[src/rtl/gpl_pkg.sv]
package gpl_pkg;
  typedef enum logic [2:0] {
    ADR_CFGL  = 3'd0,
    ADR_CFGH  = 3'd1,
    ADR_IN    = 3'd2,
    ADR_OUT   = 3'd3,
    ADR_SET   = 3'd4,
    ADR_CLR   = 3'd5,
    ADR_BOOST = 3'd6,
    ADR_LOCK  = 3'd7
  } gpl_addr_e;

  typedef enum logic [2:0] {
    LK_IDLE = 3'd0,
    LK_K1   = 3'd1,
    LK_K0   = 3'd2,
    LK_K1B  = 3'd3,
    LK_RD0  = 3'd4
  } gpl_lk_e;

  localparam int unsigned DATA_W   = 32;
  localparam int unsigned FIELD_W  = 4;
  localparam logic [3:0]  FIELD_RST = 4'h4;
endpackage

[src/rtl/gpl_sync.sv]
module gpl_sync #(
  parameter int unsigned W = 16
) (
  input  logic         clk,
  input  logic         rst_n,
  input  logic [W-1:0] d,
  output logic [W-1:0] q
);
  logic [W-1:0] meta_q;

  always_ff @(posedge clk or negedge rst_n) begin
    if (!rst_n) begin
      meta_q <= '0;
      q      <= '0;
    end else begin
      meta_q <= d;
      q      <= meta_q;
    end
  end
endmodule

[src/rtl/gpl_lock_seq.sv]
module gpl_lock_seq
  import gpl_pkg::*;
#(
  parameter int unsigned NPIN = 16
) (
  input  logic            clk,
  input  logic            rst_n,
  input  logic            wr_hit,
  input  logic            rd_hit,
  input  logic            wkey,
  input  logic [NPIN-1:0] wmask,
  output logic [NPIN-1:0] mask_q,
  output logic            locked_q,
  output logic            key_rd
);
  gpl_lk_e st;
  logic    same;

  assign same   = (wmask == mask_q);
  assign key_rd = locked_q | (st == LK_RD0);

  always_ff @(posedge clk or negedge rst_n) begin
    if (!rst_n) begin
      st       <= LK_IDLE;
      mask_q   <= '0;
      locked_q <= 1'b0;
    end else if (!locked_q) begin
      if (wr_hit) begin
        mask_q <= wmask;
        case (st)
          LK_IDLE: st <= wkey ? LK_K1 : LK_IDLE;
          LK_K1:   st <= (!wkey && same) ? LK_K0 : LK_IDLE;
          LK_K0:   st <= (wkey && same) ? LK_K1B : LK_IDLE;
          default: st <= LK_IDLE;
        endcase
      end else if (rd_hit) begin
        case (st)
          LK_K1B: st <= LK_RD0;
          LK_RD0: begin
            st       <= LK_IDLE;
            locked_q <= 1'b1;
          end
          default: st <= LK_IDLE;
        endcase
      end
    end
  end
endmodule

[src/rtl/gpl_cfg_bank.sv]
module gpl_cfg_bank
  import gpl_pkg::*;
#(
  parameter int unsigned NPIN = 16
) (
  input  logic                    clk,
  input  logic                    rst_n,
  input  logic                    wr_lo,
  input  logic                    wr_hi,
  input  logic                    wr_boost,
  input  logic [DATA_W-1:0]       wdata,
  input  logic [NPIN-1:0]         frozen,
  output logic [NPIN*FIELD_W-1:0] cfg_q,
  output logic [NPIN-1:0]         boost_q
);
  localparam int unsigned PER_REG = DATA_W / FIELD_W;

  for (genvar i = 0; i < NPIN; i++) begin : g_pin
    localparam int unsigned SLOT = i % PER_REG;
    logic wr_me;
    assign wr_me = ((i / PER_REG) == 0) ? wr_lo : wr_hi;

    always_ff @(posedge clk or negedge rst_n) begin
      if (!rst_n) begin
        cfg_q[i*FIELD_W +: FIELD_W] <= FIELD_RST;
        boost_q[i]                  <= 1'b0;
      end else if (!frozen[i]) begin
        if (wr_me)    cfg_q[i*FIELD_W +: FIELD_W] <= wdata[SLOT*FIELD_W +: FIELD_W];
        if (wr_boost) boost_q[i]                  <= wdata[i];
      end
    end
  end
endmodule

[src/rtl/gpl_pad_drv.sv]
module gpl_pad_drv
  import gpl_pkg::*;
#(
  parameter int unsigned NPIN = 16
) (
  input  logic [NPIN*FIELD_W-1:0] cfg,
  input  logic [NPIN-1:0]         odat,
  output logic [NPIN-1:0]         pad_out,
  output logic [NPIN-1:0]         pad_oe,
  output logic [NPIN-1:0]         pad_pu,
  output logic [NPIN-1:0]         pad_pd
);
  for (genvar i = 0; i < NPIN; i++) begin : g_drv
    logic [3:0] f;
    logic       is_out, is_od, is_pull;
    assign f       = cfg[i*FIELD_W +: FIELD_W];
    assign is_out  = |f[1:0];
    assign is_od   = f[2];
    assign is_pull = !is_out && (f[3:2] == 2'b10);

    assign pad_out[i] = is_out && !is_od && odat[i];
    assign pad_oe[i]  = is_out && (!is_od || !odat[i]);
    assign pad_pu[i]  = is_pull && odat[i];
    assign pad_pd[i]  = is_pull && !odat[i];
  end
endmodule

[src/rtl/gpio_lockport.sv]
module gpio_lockport
  import gpl_pkg::*;
#(
  parameter int unsigned NPIN = 16
) (
  input  logic              clk,
  input  logic              rst_n,
  input  logic [2:0]        bus_addr,
  input  logic              bus_wr,
  input  logic [DATA_W-1:0] bus_wdata,
  input  logic              bus_rd,
  output logic [DATA_W-1:0] bus_rdata,
  input  logic [NPIN-1:0]   pad_in,
  output logic [NPIN-1:0]   pad_out,
  output logic [NPIN-1:0]   pad_oe,
  output logic [NPIN-1:0]   pad_pu,
  output logic [NPIN-1:0]   pad_pd
);
  localparam int unsigned CFG_W = NPIN * FIELD_W;
  localparam int unsigned PAD_W = DATA_W - NPIN;

  gpl_addr_e            adr;
  logic [NPIN-1:0]      odat_q, in_q, boost_q, lock_mask, frozen;
  logic [CFG_W-1:0]     cfg_q;
  logic                 locked, key_rd;
  logic [DATA_W-1:0]    rd_mux;

  assign adr = gpl_addr_e'(bus_addr);

  gpl_sync #(.W(NPIN)) u_sync (
    .clk(clk), .rst_n(rst_n), .d(pad_in), .q(in_q)
  );

  gpl_lock_seq #(.NPIN(NPIN)) u_lock (
    .clk(clk), .rst_n(rst_n),
    .wr_hit(bus_wr && adr == ADR_LOCK),
    .rd_hit(bus_rd && adr == ADR_LOCK),
    .wkey(bus_wdata[NPIN]),
    .wmask(bus_wdata[NPIN-1:0]),
    .mask_q(lock_mask), .locked_q(locked), .key_rd(key_rd)
  );

  assign frozen = locked ? lock_mask : '0;

  gpl_cfg_bank #(.NPIN(NPIN)) u_cfg (
    .clk(clk), .rst_n(rst_n),
    .wr_lo(bus_wr && adr == ADR_CFGL),
    .wr_hi(bus_wr && adr == ADR_CFGH),
    .wr_boost(bus_wr && adr == ADR_BOOST),
    .wdata(bus_wdata), .frozen(frozen),
    .cfg_q(cfg_q), .boost_q(boost_q)
  );

  gpl_pad_drv #(.NPIN(NPIN)) u_drv (
    .cfg(cfg_q), .odat(odat_q),
    .pad_out(pad_out), .pad_oe(pad_oe), .pad_pu(pad_pu), .pad_pd(pad_pd)
  );

  always_ff @(posedge clk or negedge rst_n) begin
    if (!rst_n) begin
      odat_q <= '0;
    end else if (bus_wr) begin
      case (adr)
        ADR_OUT: odat_q <= bus_wdata[NPIN-1:0];
        ADR_SET: odat_q <= odat_q | bus_wdata[NPIN-1:0];
        ADR_CLR: odat_q <= odat_q & ~bus_wdata[NPIN-1:0];
        default: odat_q <= odat_q;
      endcase
    end
  end

  always_comb begin
    case (adr)
      ADR_CFGL:  rd_mux = cfg_q[0 +: DATA_W];
      ADR_CFGH:  rd_mux = cfg_q[DATA_W +: DATA_W];
      ADR_IN:    rd_mux = {{PAD_W{1'b0}}, in_q};
      ADR_OUT:   rd_mux = {{PAD_W{1'b0}}, odat_q};
      ADR_BOOST: rd_mux = {{PAD_W{1'b0}}, boost_q};
      ADR_LOCK:  rd_mux = {{(PAD_W-1){1'b0}}, key_rd, lock_mask};
      default:   rd_mux = '0;
    endcase
  end

  always_ff @(posedge clk or negedge rst_n) begin
    if (!rst_n)      bus_rdata <= '0;
    else if (bus_rd) bus_rdata <= rd_mux;
  end
endmodule


[config.mk]
export PLATFORM = sky130hd
export DESIGN_NAME = gpio_lockport
export DESIGN_NICKNAME = d
export VERILOG_FILES = /design/src/rtl/gpl_pkg.sv /design/src/rtl/gpl_sync.sv /design/src/rtl/gpl_lock_seq.sv /design/src/rtl/gpl_cfg_bank.sv /design/src/rtl/gpl_pad_drv.sv /design/src/rtl/gpio_lockport.sv
export SDC_FILE = /design/constraint.sdc
export NUM_CORES = 1
export LEC_CHECK = 0
export BUFFER_PORTS_ARGS = -buffer_cell sky130_fd_sc_hd__buf_2
export CAP_MARGIN = 10
export CORE_ASPECT_RATIO = 1.2
export CORE_MARGIN = 3
export CORE_UTILIZATION = 30
export CTS_BUF_LIST = sky130_fd_sc_hd__clkbuf_16
export CTS_CLUSTER_DIAMETER = 100
export CTS_CLUSTER_SIZE = 28
export DETAILED_ROUTE_END_ITERATION = 10
export PLACE_DENSITY_LB_ADDON = 0.25
export SETUP_SLACK_MARGIN = 0.2
export SLEW_MARGIN = 5
export SYNTH_ARGS = -nofsm -noshare
export SYNTH_HDL_FRONTEND = slang
export SYNTH_SLANG_ARGS = --single-unit
[constraint.sdc]
create_clock -name clk -period 4.15 [get_ports clk]
set_input_delay 0.415 -clock clk [delete_from_list [all_inputs] [get_ports clk]]
set_output_delay 0.415 -clock clk [all_outputs]
set_load 0.01 [all_outputs]
==> run_results.csv <==
group,metric,value,unit
synthesis,synthArstFlopShare,100.0,%
sta,setup_viol,0,
synthesis,synth_area_leaders,"dfrtp_1, mux2_2, a22oi_1",
clocking,htree_levels,4,
critical_path,cpPeakStageDelay,940,ps
clocking,cts.sinks,180,
synthesis,synth_area,0.008232,mm²
floorplanning,start_util,30.86,%
sta,hold_viol,0,
synthesis,syn_inst,713,
clocking,ctsResizeCount,0,
route,antenna_left,0,
clocking,path_clk_slew,70,ps
clocking,hold_buffers,0,
placed_design,post-place-ws,1388,ps
route,drt_first_iter_violations,367,
grt,grt_max_degree,101,
clocking,cts_tree,"done",
floorplanning,fp.coreArea,0.02668,mm²
power,powerDensity,495.5,mW/mm²
sta,finalCriticalPeriod,2313,ps
synthesis,yosysSeqAreaShare,54.96,%
sta,setup_tns,0,ps
synthesis,synth_nets,768,
clocking,cts_setup_buffers,0,
synthesis,yosysTopAreaCellShare,49.86,%
sta,rsz0062_at_grt,"false",
final_layout,final_common_cell,"dfrtp_1",
route,drt-total-wl,22730,µm
synthesis,yosys_most_used_dff,"dfrtp_1",
route,viasPerCell,5.053,
floorplanning,rows,65,
final_layout,fillers,2657,
grt,gr-total-overflow,0,
critical_path,critPathBufInv,1,
critical_path,worstPathArrival,2660,ps
critical_path,crit_path_end_kind,"register",
critical_path,path_class,"input pin to register",
synthesis,yosysWarnings,0,
synthesis,synth_top_area_cell,"dfrtp_1",
synthesis,syn_area_per_cell,11.55,µm²
floorplanning,die_y,187.5,µm
sta,skew,10.42,ps
synthesis,ys_ff_latch,180,
sta,fin_crit_sh,55.74,%
synthesis,synth_edf_count,0,
sta,slew_headroom,26.59,%
route,via_count,6018,
flow_run,drv_cap,0,
power,vdd_drop_max,0.0002406,V
grt,grt_util_all_layers,15.60,%
sta,slew_violations,0,
final_layout,nets,898,
critical_path,crit_fanout,32,
critical_path,crit_top_cell,"a21oi_1",
route,drt-wirelength-per-cell,19.08,µm
sta,max_freq,0.4323,GHz
critical_path,path_cells,"buf_2 -> and3b_1 -> o21a_1 -> a21oi_1 -> a21oi_1",
sta,worstMarginPinSlew,1101,ps
status,status,"complete, no violations",
placed_design,hpwlAfterDp,16220,µm
placed_design,finalWeightedCongestion,0.7710,
final_layout,area_growth,19.81,%
placed_design,port_buffers,150,
route,drtPass1Iterations,5,
grt,grt_pass1_vias,6155,
route,drc,0,
final_layout,final_core_util,36.97,%
final_layout,antennaDiodeCount,0,
clocking,clk_path_buf_depth,2,
critical_path,crit_family,"compound AO/OA/AOI/OAI gates",
critical_path,cp_slowest_cell,"o21a_1",
sta,whs,31.64,ps
synthesis,synth_cell_types,39,
critical_path,critPathLaunchType,"input pin",
grt,grt_pass1_wl,35760,µm
clocking,cts-buffers-inserted,17,
power,leakage,0.004442,µW
clocking,cts_root_buf,"clkbuf_16",
clocking,clk_latency,430,ps
final_layout,drive_above_1_share,37.27,%
critical_path,crit_required,4500,ps
sta,finalWorstSetupSlack,1837,ps
final_layout,mostFrequentLayoutCells,"dfrtp_1, buf_2, mux2_2",
floorplanning,die_x,157.2,µm
grt,grt_antenna_before_repair,0,
hold_path,hp-class,"input pin to asynchronous set/reset pin",
floorplanning,dieArea,0.02947,mm²
floorplanning,io_pins,151,
## area by class of cell
type | instances | area [µm²] | area share [%]
clock buffers | 17 | 425.4 | 4.314
flip-flops and latches | 180 | 4524 | 45.88
multi-input cells | 481 | 3437 | 34.85
repair buffers | 162 | 849.6 | 8.615
clock inverters | 15 | 202.7 | 2.055
well taps | 335 | 419.2 | 4.250
inverters | 1 | 3.754 | 0.03806
## worst register-to-register path: cells and delay by family (launching register included)
| kind | cells | cell delay (ps) |
|---|---|---|
| and+or+nand+nor | 1 | 740 |
| buffers and inverters | 2 | 430 |
| DFF | 1 | 360 |
| muxes | 1 | 410 |
## flip-flops by register name, indices dropped and copies added, names as in the netlist
name and count:
u_cfg.boost_q 16, u_lock.locked_q 1, u_sync.meta_q 16, u_lock.mask_q 16
u_lock.st 3, bus_rdata 32, u_cfg.cfg_q 64, u_sync.q 16
odat_q 16
## cell usage after synthesis (all sizes together), types with 2 or more instances
| cell | count |
|---|---|
| dfrtp | 164 |
| mux2 | 112 |
| a21oi | 80 |
| a22oi | 64 |
| nand2 | 64 |
| nor2 | 33 |
| nor3b | 32 |
| clkbuf | 26 |
| buf | 25 |
| nand3 | 19 |
| o21ai | 17 |
| dfstp | 16 |
| xor2 | 16 |
| nor3 | 13 |
| and4b | 4 |
| nor4 | 4 |
| nor4bb | 4 |
| and3b | 3 |
| nor2b | 3 |
| and3 | 2 |
| o211ai | 2 |
## per-layer routing
layer / part of all wire, % / routed length, µm / track usage [%]
met3: 3.8 / 870 / 2.754
met4: 1.6 / 362 / 4.608
met5: 0 / 0 / 0
met2: 50 / 11370 / 26.54
met1: 45 / 10130 / 20.23
## per-stage QoR
stage | instance area, µm² | power (µW) | std cells
after floorplan | 8232 | 2797 | 713
after global placement | 9234 | 3180 | 1159
after detailed placement | 9234 | 3202 | 1159
after CTS | 9862 | 4955 | 1191
after global routing | 9862 | 5144 | 1191
final | 9862 | 4887 | 1191
## path summary, 6_finish.rpt
kind	from	endpoint	slack [ps]	depth (start not counted)
worst max-delay path	bus_addr[2]	odat_q[10]	1840	5
worst min-delay path	rst_n	bus_rdata[7]	30	1
worst max register to register	u_lock.locked_q	u_lock.mask_q[1]	2100	4
worst min register to register	u_sync.meta_q[15]	u_sync.q[15]	350	0
max in group asynchronous	rst_n	u_cfg.cfg_q[34]	3070	2
min in group clk	pad_in[8]	u_sync.meta_q[8]	90	1
## power breakdown
part	total, µW	leakage [µW]	switching (µW)	internal (µW)
Sequential	2310	0.00217	259	2050
Clock	1730	0.000304	720	1010
Combinational	845	0.00196	435	411
Total	4890	0.00444	1410	3470
## kinds of logic (layout without fill, tap and decap cells)
| family | Yosys count | in the layout | synth area share, % |
|---|---|---|---|
| mux | 112 | 112 | 15.32 |
| xor+xnor | 16 | 16 | 1.702 |
| flops | 180 | 180 | 54.96 |
| buf+inv | 52 | 195 | 3.435 |
| simple gates | 186 | 186 | 12.27 |
| compound gates | 167 | 167 | 12.31 |
No activity file was read; power rests on OpenSTA's default activity.
